File: config.mk
export PLATFORM = sky130hd
export DESIGN_NAME = i2c_tgt
export DESIGN_NICKNAME = d
export VERILOG_FILES = /design/src/rtl/i2c_tgt_pkg.sv /design/src/rtl/i2c_tgt_sync.sv /design/src/rtl/i2c_tgt_match.sv /design/src/rtl/i2c_tgt_ctrl.sv /design/src/rtl/i2c_tgt.sv
export SDC_FILE = /design/constraint.sdc
export NUM_CORES = 1
export LEC_CHECK = 0
export ABC_AREA = 1
export BUFFER_PORTS_ARGS = -buffer_cell sky130_fd_sc_hd__buf_2
export CAP_MARGIN = 20
export CORE_MARGIN = 4
export CORE_UTILIZATION = 50
export CTS_CLUSTER_DIAMETER = 40
export DETAILED_ROUTE_END_ITERATION = 6
export PLACE_DENSITY = 0.75
export SLEW_MARGIN = 20
export SYNTH_ARGS = -nofsm -noshare
export SYNTH_HDL_FRONTEND = slang
export SYNTH_SLANG_ARGS = --single-unit
File: constraint.sdc
create_clock -name clk -period 3.5 [get_ports clk]
set_clock_uncertainty 0.1 [all_clocks]
set_input_delay 0.35 -clock clk [delete_from_list [all_inputs] [get_ports clk]]
set_output_delay 0.35 -clock clk [all_outputs]
set_load 0.005 [all_outputs]
File: src/rtl/i2c_tgt_pkg.sv
// Package: shared widths and the controller state type for the I2C target.
// Assumes 7-bit addressing and byte-wide data.
package i2c_tgt_pkg;
    localparam int DATA_W = 8;
    localparam int ADDR_W = 7;
    localparam int CNT_W  = $clog2(DATA_W + 1);

    typedef enum logic [3:0] {
        ST_IDLE,   // waiting for START
        ST_ADDR,   // shifting address byte
        ST_AHOLD,  // address accepted, stretching for host
        ST_AACK,   // driving address ACK
        ST_RXD,    // receiving data bits
        ST_DHOLD,  // data byte done, stretching for host
        ST_DACK,   // driving data ACK/NACK
        ST_TXD,    // sending data bits
        ST_TACK,   // sampling master ACK/NACK
        ST_WAIT    // off the bus until START or STOP
    } tgt_state_t;
endpackage

File: src/rtl/i2c_tgt_sync.sv
// Module: two-flop (parameterised) synchroniser for SCL/SDA plus bus
// condition detection. START/STOP are SDA edges while synchronised SCL is
// high on both the current and previous sample. Assumes clk >> SCL rate.
module i2c_tgt_sync #(
    parameter int STAGES = 2
) (
    input  logic clk,
    input  logic rst_n,
    input  logic scl_i,
    input  logic sda_i,
    output logic scl_s,
    output logic sda_s,
    output logic scl_rise,
    output logic scl_fall,
    output logic cond_start,
    output logic cond_stop
);
    logic [STAGES-1:0] scl_ff;
    logic [STAGES-1:0] sda_ff;
    logic              scl_q;
    logic              sda_q;

    // Synchroniser chains, idle-high after reset.
    generate
        if (STAGES == 1) begin : g_one
            always_ff @(posedge clk) begin
                if (!rst_n) begin
                    scl_ff <= '1;
                    sda_ff <= '1;
                end else begin
                    scl_ff <= scl_i;
                    sda_ff <= sda_i;
                end
            end
        end else begin : g_chain
            always_ff @(posedge clk) begin
                if (!rst_n) begin
                    scl_ff <= '1;
                    sda_ff <= '1;
                end else begin
                    scl_ff <= {scl_ff[STAGES-2:0], scl_i};
                    sda_ff <= {sda_ff[STAGES-2:0], sda_i};
                end
            end
        end
    endgenerate

    assign scl_s = scl_ff[STAGES-1];
    assign sda_s = sda_ff[STAGES-1];

    // Previous synchronised sample for edge detection.
    always_ff @(posedge clk) begin
        if (!rst_n) begin
            scl_q <= 1'b1;
            sda_q <= 1'b1;
        end else begin
            scl_q <= scl_s;
            sda_q <= sda_s;
        end
    end

    // Edge and condition decode.
    always_comb begin
        scl_rise   = scl_s & ~scl_q;
        scl_fall   = ~scl_s & scl_q;
        cond_start = scl_s & scl_q & sda_q & ~sda_s;
        cond_stop  = scl_s & scl_q & ~sda_q & sda_s;
    end
endmodule

File: src/rtl/i2c_tgt_match.sv
// Module: address acceptance. Accepts own address, the general call byte
// (all zeros, write) or anything in promiscuous mode. Purely combinational.
module i2c_tgt_match
    import i2c_tgt_pkg::*;
(
    input  logic [DATA_W-1:0] addr_byte,
    input  logic [ADDR_W-1:0] own_addr,
    input  logic              promisc,
    output logic              hit
);
    // Acceptance decision.
    always_comb begin
        hit = promisc
            | (addr_byte[DATA_W-1:1] == own_addr)
            | (addr_byte == '0);
    end
endmodule

File: src/rtl/i2c_tgt_ctrl.sv
// Module: target protocol sequencer. Consumes decoded bus edges and
// conditions, runs the byte/ACK sequence, raises stretch events and drives
// the SDA pull-down. Assumes SDA only changes while SCL is low except for
// START/STOP.
module i2c_tgt_ctrl
    import i2c_tgt_pkg::*;
(
    input  logic              clk,
    input  logic              rst_n,
    input  logic              cfg_en,
    input  logic              cfg_stop_evt,
    input  logic              sda_s,
    input  logic              scl_rise,
    input  logic              scl_fall,
    input  logic              cond_start,
    input  logic              cond_stop,
    input  logic              addr_hit,
    input  logic [DATA_W-1:0] tx_data,
    input  logic              cmd_valid,
    input  logic              cmd_nack,
    output logic [DATA_W-1:0] shift_q,
    output logic [DATA_W-1:0] rx_data,
    output logic              evt_addr,
    output logic              evt_data,
    output logic              sda_pd,
    output logic              st_rxnack,
    output logic              st_coll,
    output logic              st_buserr,
    output logic              st_dir,
    output logic              st_stop
);
    localparam logic [CNT_W-1:0] LAST = CNT_W'(DATA_W);

    tgt_state_t       state;
    logic [CNT_W-1:0] cnt;
    logic             ack_q;

    // Protocol state, event flags and status registers.
    always_ff @(posedge clk) begin
        if (!rst_n || !cfg_en) begin
            state     <= ST_IDLE;
            cnt       <= '0;
            ack_q     <= 1'b0;
            shift_q   <= '0;
            evt_addr  <= 1'b0;
            evt_data  <= 1'b0;
            st_coll   <= 1'b0;
            st_buserr <= 1'b0;
            st_stop   <= 1'b0;
            if (!rst_n) begin
                rx_data   <= '0;
                st_rxnack <= 1'b0;
                st_dir    <= 1'b0;
            end
        end else begin
            if (cmd_valid) begin
                evt_addr <= 1'b0;
                evt_data <= 1'b0;
            end
            if (cond_start) begin
                state     <= ST_ADDR;
                cnt       <= '0;
                st_coll   <= 1'b0;
                st_buserr <= 1'b0;
                evt_data  <= 1'b0;
            end else if (cond_stop) begin
                if (state == ST_ADDR && cnt == '0)
                    st_buserr <= 1'b1;
                if (state != ST_IDLE && cfg_stop_evt) begin
                    evt_addr <= 1'b1;
                    st_stop  <= 1'b1;
                end
                evt_data <= 1'b0;
                state    <= ST_IDLE;
            end else begin
                unique case (state)
                    ST_ADDR: begin
                        if (scl_rise) begin
                            shift_q <= {shift_q[DATA_W-2:0], sda_s};
                            cnt     <= cnt + 1'b1;
                        end else if (scl_fall && cnt == LAST) begin
                            if (addr_hit) begin
                                evt_addr <= 1'b1;
                                st_stop  <= 1'b0;
                                st_dir   <= shift_q[0];
                                state    <= ST_AHOLD;
                            end else begin
                                state <= ST_IDLE;
                            end
                        end
                    end
                    ST_AHOLD: if (cmd_valid) state <= cmd_nack ? ST_WAIT : ST_AACK;
                    ST_AACK: begin
                        if (scl_fall) begin
                            cnt <= '0;
                            if (st_dir) begin
                                shift_q <= tx_data;
                                state   <= ST_TXD;
                            end else begin
                                state <= ST_RXD;
                            end
                        end
                    end
                    ST_RXD: begin
                        if (scl_rise) begin
                            shift_q <= {shift_q[DATA_W-2:0], sda_s};
                            cnt     <= cnt + 1'b1;
                        end else if (scl_fall && cnt == LAST) begin
                            rx_data  <= shift_q;
                            evt_data <= 1'b1;
                            state    <= ST_DHOLD;
                        end
                    end
                    ST_DHOLD: begin
                        if (cmd_valid) begin
                            cnt <= '0;
                            if (st_dir) begin
                                shift_q <= tx_data;
                                state   <= ST_TXD;
                            end else begin
                                ack_q <= ~cmd_nack;
                                state <= ST_DACK;
                            end
                        end
                    end
                    ST_DACK: if (scl_fall) state <= ack_q ? ST_RXD : ST_WAIT;
                    ST_TXD: begin
                        if (scl_rise) begin
                            if (shift_q[DATA_W-1] && !sda_s) begin
                                st_coll <= 1'b1;
                                state   <= ST_WAIT;
                            end else begin
                                cnt <= cnt + 1'b1;
                            end
                        end else if (scl_fall) begin
                            shift_q <= {shift_q[DATA_W-2:0], 1'b1};
                            if (cnt == LAST) state <= ST_TACK;
                        end
                    end
                    ST_TACK: begin
                        if (scl_rise) begin
                            st_rxnack <= sda_s;
                        end else if (scl_fall) begin
                            if (st_rxnack) begin
                                state <= ST_WAIT;
                            end else begin
                                evt_data <= 1'b1;
                                state    <= ST_DHOLD;
                            end
                        end
                    end
                    default: ;
                endcase
            end
        end
    end

    // SDA pull-down: address ACK, data ACK, or a zero data bit.
    always_comb begin
        sda_pd = cfg_en & ((state == ST_AACK)
                         | (state == ST_DACK && ack_q)
                         | (state == ST_TXD && !shift_q[DATA_W-1]));
    end
endmodule

File: src/rtl/i2c_tgt.sv
// Module: top of the I2C target. Wires synchroniser, address matcher and
// sequencer; SCL is pulled low whenever an event flag awaits the host.
// Assumes external open-drain pads driven from scl_pd/sda_pd.
module i2c_tgt
    import i2c_tgt_pkg::*;
#(
    parameter int SYNC_STAGES = 2
) (
    input  logic              clk,
    input  logic              rst_n,
    input  logic              scl_i,
    input  logic              sda_i,
    output logic              scl_pd,
    output logic              sda_pd,
    input  logic              cfg_en,
    input  logic [ADDR_W-1:0] cfg_addr,
    input  logic              cfg_promisc,
    input  logic              cfg_stop_evt,
    input  logic [DATA_W-1:0] tx_data,
    output logic [DATA_W-1:0] rx_data,
    output logic              evt_addr,
    output logic              evt_data,
    input  logic              cmd_valid,
    input  logic              cmd_nack,
    output logic              st_hold,
    output logic              st_rxnack,
    output logic              st_coll,
    output logic              st_buserr,
    output logic              st_dir,
    output logic              st_stop
);
    logic              scl_s, sda_s, scl_rise, scl_fall, cond_start, cond_stop;
    logic              addr_hit;
    logic [DATA_W-1:0] shift_q;

    i2c_tgt_sync #(.STAGES(SYNC_STAGES)) u_sync (
        .clk, .rst_n, .scl_i, .sda_i,
        .scl_s, .sda_s, .scl_rise, .scl_fall, .cond_start, .cond_stop
    );

    i2c_tgt_match u_match (
        .addr_byte(shift_q), .own_addr(cfg_addr), .promisc(cfg_promisc), .hit(addr_hit)
    );

    i2c_tgt_ctrl u_ctrl (
        .clk, .rst_n, .cfg_en, .cfg_stop_evt, .sda_s, .scl_rise, .scl_fall,
        .cond_start, .cond_stop, .addr_hit, .tx_data, .cmd_valid, .cmd_nack,
        .shift_q, .rx_data, .evt_addr, .evt_data, .sda_pd, .st_rxnack,
        .st_coll, .st_buserr, .st_dir, .st_stop
    );

    // Clock stretch request: any pending event holds SCL.
    always_comb begin
        scl_pd  = evt_addr | evt_data;
        st_hold = scl_pd;
    end
endmodule

==> impl_metrics.yaml, run 1 <==
synthesis:
  yosysUniqueCellTypes: 35
  yosysWarningCount: 0
  synth_area_um2: 2240
  synth_seq_cells: 38
  synth_edf_count: 10
  synth_top_cell_area_share_pct: 25.0
  synth_area_leaders: "dfxtp_1, edfxtp_1, nand2_1, inv_1, nor2_1"
  synth_cells: 314
  syn-mean-instance-area_um2: 7.13
  async_reset_ff_share_pct: 0
  synth_area_leader_cell: "dfxtp_1"
  syn_nets: 340
  yosysSeqAreaShare_pct: 38.4
  ys.flop_type: "dfxtp_1"
worst_setup_path:
  critPathSlowestCell: "a21oi_1"
  reg2reg_to: "u_ctrl.rx_data[5]"
  critPathKind: "flip-flop to flip-flop"
  r2r-start: "u_ctrl.cnt[0]"
  path_cells: "inv_1, ha_1, nand2_1, inv_1, nand3_1, o21a_1, a21oi_1"
  cpPeakStageDelay_ns: 0.59
  crit_path_end_kind: "flip-flop"
  startpoint_type: "flip-flop"
  worstPathRequired_ns: 3.32
  cp.arrival_ns: 2.02
  r2r_cells: 7
  r2r_setup_slack_ns: 1.30
  crit_fanout: 8
  crit_top_cell: "inv_1"
layout:
  final_cell_mix: "nand2_1, inv_1, nor2_1"
  multiInputGateArea_um2: 1130
  mostFrequentLayoutCell: "nand2_1"
  fillers: 426
  final_nets: 381
  drive_above_1_share_pct: 19.9
  fin_cells: 408
  regArea_um2: 861
  diodes: 0
  area_delta_synth_final_pct: 13.2
clock_tree:
  clockBufferDepth: 2
  cts_setup_buffers: 0
  htreeDepth: 2
  cts_buffers: 5
  cts-root-buf: "clkbuf_8"
  ctsHoldBuffers: 0
  clk_pin_slew_ns: 0.08
  clock_sinks: 38
  cts_tree: "done"
  post_cts_resized: 0
  insertion_delay_ns: 0.29
hold_path:
  worstHoldPathType: "input pin to flip-flop"
  holdPathStages: 3
  holdCritStartpoint: "scl_i"
  worst_hold_path.endpoint: "u_sync.scl_ff[0]"
global_routing:
  antenna_found_initial: 0
  grt_pass1_wl_mm: 8.34
  grt_use_total_pct: 19.9
  grt_overflow: 0
  grt_pass1_vias: 1809
  grt_max_degree: 18
detailed_routing:
  ant_nets: 0
  wl_mm: 5.24
  drc: 0
  drtIter0Drc: 146
  dr.pass1.iters: 4
  vias: 2065
  routed_via_density: 5.06
  wl_per_cell_um: 12.8
timing:
  rsz0062_at_grt: "false"
  max_slew_margin_pct: 49.6
  finalSetupTns_ns: 0
  post-route-min-period_ns: 2.20
  hold_slack_ns: 0.133
  max_freq_mhz: 454
  worstMarginPinSlew_ns: 0.756
  hold_violations: 0
  maxSlewViolCount: 0
  finalCritPeriodShare_pct: 63.0
  finalSetupViolCount: 0
pwr:
  powerDensity_nw_per_um2: 563
  p_leak_nw: 1.23
  ir_drop_v: 0.000248
placed_design:
  place_congestion: 0.955
  portBuffers: 41
  place_hpwl_mm: 4.21
  placed_cells: 400
run_status:
  status: "complete, no violations"
job:
  drv_cap: 0
die:
  core_um2: 4350
  initial_core_util_pct: 51.4
  fp-row-count: 24
  die-area_um2: 5610
  fp.dieW_um: 74.9
  io_pins: 42
  die_y_um: 74.9
-- area by class of cell --
type	instances	share of cell area, %
multi-input cells	219	44.6
clock buffers	5	2.71
flip-flops and latches	38	34.0
clock inverters	3	0.642
inverters	50	7.40
repair buffers	41	8.09
well taps	52	2.57
-- cell usage after synthesis, drive strengths merged, types with 2 or more instances --
library cell	n
nor2	49
a21oi	19
edfxtp	10
nor3	7
xor2	2
ha	2
nand3b	2
dfxtp	28
inv	50
nand4	6
o21ai	28
nand2	71
buf	5
clkbuf	2
o221ai	2
xnor2	6
o21a	3
nand3	17
-- layer usage --
layer	wire (um)	GRT usage [%]	part of all wire, %	vias up
met1	2440	28.0	46	909
li1	-	-	-	1094
met2	2480	30.9	47	54
met4	68	5.93	1.3	0
met5	0	0	0	-
met3	260	4.01	5.0	8
-- kinds of logic (layout without fill, tap and decap cells) --
logic type	Yosys count	count (layout)	synth area share, %
AOI/OAI and AO/OA	55	55	14.4
buffers and inverters	57	99	11.1
and+or+nand+nor	154	154	31.8
adders and majority gates	2	2	1.12
DFF	38	38	38.4
xor gates and xnor gates	8	8	3.13
-- state kept, by name (all words and copies together) (netlist names), 2 cells and up --
| signal | flops |
|---|---|
| u_ctrl.cnt | 4 |
| u_ctrl.rx_data | 8 |
| u_ctrl.shift_q | 8 |
| u_ctrl.state | 4 |
| u_sync.scl_ff | 2 |
| u_sync.sda_ff | 2 |
-- where the power goes --
group / total, W / internal, W / switching, W / leakage (nW)
registers: 0.000528 / 0.000488 / 0.0000392 / 0.327
clock network: 0.000294 / 0.000136 / 0.000158 / 0.0416
logic: 0.000606 / 0.000198 / 0.000408 / 0.864
-- critical path, delay by kind of cell (launching register included) --
family / cells / cell delay [ns]
simple gates: 2 / 0.25
buf+inv: 2 / 0.15
compound gates: 2 / 0.83
fa+ha+maj: 1 / 0.15
flops: 1 / 0.34
-- worst max path at each step --
stage	start	end	slack (ns)	cells after the start
final	u_ctrl.cnt[0]	u_ctrl.rx_data[5]	1.30	7
after global routing	u_ctrl.cnt[0]	u_ctrl.rx_data[1]	1.12	7
after CTS	u_ctrl.cnt[0]	u_ctrl.rx_data[4]	1.28	7
after detailed placement	rst_n	u_ctrl.rx_data[4]	1.17	4
after global placement	rst_n	u_ctrl.rx_data[7]	1.24	4
after floorplan	u_ctrl.cnt[0]	u_ctrl.rx_data[0]	1.62	7
-- per-stage QoR --
stage	setup slack [ns]	area, um^2	util [%]	power, W
5_1_grt	1.12	2530	58.2	0.00154
3_3_place_gp	1.24	2450	56.3	0.00113
3_5_place_dp	1.17	2450	56.3	0.00114
6_report	1.30	2530	58.2	0.00143
2_1_floorplan	1.62	2240	-	0.00103
4_1_cts	1.28	2530	58.2	0.00143
No activity file was read; power rests on OpenSTA's default activity.
==> run 2, diff against run 1 <==
--- a/config.mk
+++ b/config.mk
@@ -5,14 +5,14 @@
 export SDC_FILE = /design/constraint.sdc
 export NUM_CORES = 1
 export LEC_CHECK = 0
-export ABC_AREA = 1
+export ABC_AREA = 0
 export BUFFER_PORTS_ARGS = -buffer_cell sky130_fd_sc_hd__buf_2
 export CAP_MARGIN = 20
 export CORE_MARGIN = 4
 export CORE_UTILIZATION = 50
 export CTS_CLUSTER_DIAMETER = 40
 export DETAILED_ROUTE_END_ITERATION = 6
-export PLACE_DENSITY = 0.75
+export PLACE_DENSITY = 0.78
 export SLEW_MARGIN = 20
 export SYNTH_ARGS = -nofsm -noshare
 export SYNTH_HDL_FRONTEND = slang
==> constraint.sdc (replaced) <==
create_clock -name clk -period 1.9 [get_ports clk]
set_clock_uncertainty 0.1 [all_clocks]
set_input_delay 0.19 -clock clk [delete_from_list [all_inputs] [get_ports clk]]
set_output_delay 0.19 -clock clk [all_outputs]
set_load 0.005 [all_outputs]
==> run 2 against run 1 <==
  * Clock power is 97% higher
  * Via count is 16% higher
  * Largest cell class unchanged
  * The flow now finishes with violations (setup timing)
  * Synthesized cell count is 15% lower
==> impl_metrics.yaml, run 2 <==
synthesis:
  yosysSeqAreaShare_pct: 37.0
  synth_top_cell_area_share_pct: 24.1
  synth_area_leader_cell: "dfxtp_1"
  synth_area_leaders: "dfxtp_1, edfxtp_1, mux2i_1, nor2_1, mux2_2"
  synth_seq_cells: 38
  ys.flop_type: "dfxtp_1"
  synth_area_um2: 2330
  yosysWarningCount: 0
  synth_cells: 266
  ys_top_cells_by_count: "dfxtp_1, nor2_1, nand2_1, a21oi_1, o21ai_0"
  synth_edf_count: 10
  yosysUniqueCellTypes: 55
  syn_nets: 292
  syn-mean-instance-area_um2: 8.75
  synth_most_common_cell: "dfxtp_1"
  async_reset_ff_share_pct: 0
detailed_routing:
  drtIter0Drc: 229
  ant_nets: 0
  dr.pass1.iters: 4
  vias: 2401
  drc: 0
  wl_mm: 7.16
  wl_per_cell_um: 17.4
  routed_via_density: 5.83
placed_design:
  place_congestion: 0.988
  place_ws_ns: -0.179
  portBuffers: 41
  place_hpwl_mm: 5.44
  placed_cells: 397
worst_setup_path:
  crit_fanout: 6
  critPathSlowestCell: "a2111oi_4"
  cp.arrival_ns: 2.08
  startpoint_type: "flip-flop"
  critPathKind: "flip-flop to flip-flop"
  cpPeakStageDelay_ns: 0.51
  crit_path_end_kind: "flip-flop"
  path_cells: "inv_2, ha_4, nand3b_1, nor2_2, o211ai_1, a2111oi_4, o221a_2, nor3_2"
  worstPathRequired_ns: 1.98
die:
  die-area_um2: 5810
  fp.dieW_um: 76.2
  die_y_um: 76.2
  io_pins: 42
  fp-row-count: 24
  core_um2: 4440
  initial_core_util_pct: 52.4
clock_tree:
  clk_pin_slew_ns: 0.08
  clockBufferDepth: 2
  clock_sinks: 38
  cts-root-buf: "clkbuf_8"
  cts_buffers: 5
  htreeDepth: 2
  cts_tree: "done"
  insertion_delay_ns: 0.29
layout:
  area_delta_synth_final_pct: 38.9
  final_nets: 385
  fin_cells: 412
  diodes: 0
  fillers: 349
  reg.largest.list: "u_ctrl.rx_data (8), u_ctrl.shift_q (8)"
  mostFrequentLayoutCell: "buf_4"
  final_cell_mix: "buf_4, buf_2, nor2_1"
  drive_above_1_share_pct: 43.3
timing:
  maxSlewViolCount: 0
  max_freq_mhz: 499
  rsz0062_at_grt: "true"
  worstMarginPinSlew_ns: 0.457
  finalSetupViolCount: 10
  fin_ws_ns: -0.105
  hold_violations: 0
  post-route-min-period_ns: 2.00
  max_slew_margin_pct: 69.2
  finalSetupTns_ns: -0.436
  finalCritPeriodShare_pct: 106
global_routing:
  grt_pass1_wl_mm: 11.5
  grt_max_degree: 24
  grt_use_total_pct: 24.5
  antenna_found_initial: 0
  grt_pass1_vias: 2341
  grt_overflow: 0
pwr:
  p_leak_nw: 1.33
  ir_drop_v: 0.000631
  powerDensity_nw_per_um2: 486
job:
  drv_cap: 0
run_status:
  violations: "setup timing"
  status: "finished with violations"
hold_path:
  worstHoldPathType: "input pin to flip-flop"
## run 2: path summary, 6_finish.rpt
check | end | startpoint | cells past startpoint | slack [ns]
worst max-delay path | u_ctrl.state[2] | u_ctrl.cnt[1] | 8 | -0.10
worst min-delay path | u_ctrl.ack_q | cmd_nack | 3 | 0.15
worst max register to register | u_ctrl.state[2] | u_ctrl.cnt[1] | 8 | -0.10
worst min register to register | u_sync.scl_ff[1] | u_sync.scl_ff[0] | 1 | 0.32
## run 2: logic make-up after synthesis
| logic type | synth area share [%] |
|---|---|
| AND/OR/NAND/NOR | 26.3 |
| AO/OA/AOI/OAI | 17.8 |
| flip-flops | 37.0 |
| buffers and inverters | 5.70 |
| multiplexers | 8.76 |
| XOR/XNOR | 3.39 |
| adder cells (fa/ha/maj) | 1.07 |
## run 2: worst max-delay path: cells and delay by family, from the launching register on
family	cells	cell delay [ns]
compound gates	3	0.98
fa+ha+maj	1	0.13
buf+inv	1	0.07
flops	1	0.33
simple gates	3	0.30
## run 2: repair_timing
| item | CTS | global route |
|---|---|---|
| endpoints found under the setup margin | 17 | 27 |
| gates cloned | 0 | 0 |
| hold endpoints to repair | 2 | 0 |
| setup buffers | 1 | 4 |
| resized for setup | 16 | 29 |
| hold buffers | 2 | 0 |
| pin swaps | 5 | 13 |
## run 2: where the power goes
part           switching, W  leakage, nW  internal [W]  total [W]
sequential       0.00000819        0.334      0.000839   0.000847
clock              0.000287       0.0482      0.000293   0.000580
combinational     0.0000775        0.950     0.0000670   0.000144
## run 2: metal layers
layer	track usage, %	vias to the layer above	wire, um
met5	0	-	0
met4	9.24	0	180
met3	3.78	14	356
met2	40.2	72	3380
met1	32.4	1168	3250
li1	-	1147	-
## run 2: metrics by stage
step | instance area [um^2] | hold slack (ns) | total power, W | utilization [%]
after floorplan | 2340 | 0.191 | 0.000934 | -
after CTS | 3120 | 0.144 | 0.00157 | 70.1
after global routing | 3230 | 0.155 | 0.00161 | 72.8
final | 3230 | 0.152 | 0.00157 | 72.8
after global placement | 2940 | 0.275 | 0.00100 | 66.2
after detailed placement | 2940 | 0.278 | 0.00100 | 66.2
## run 2: cell type report
class	instances	area [um^2]	share of cell area, %
Multi-Input combinational cell	201	1460	45.0
Sequential cell	38	878	27.2
Timing Repair Buffer	104	711	22.0
Clock buffer	7	86.3	2.67
Tap cell	52	65.1	2.01
Inverter	9	33.8	1.04
Clock inverter	1	5.00	0.155
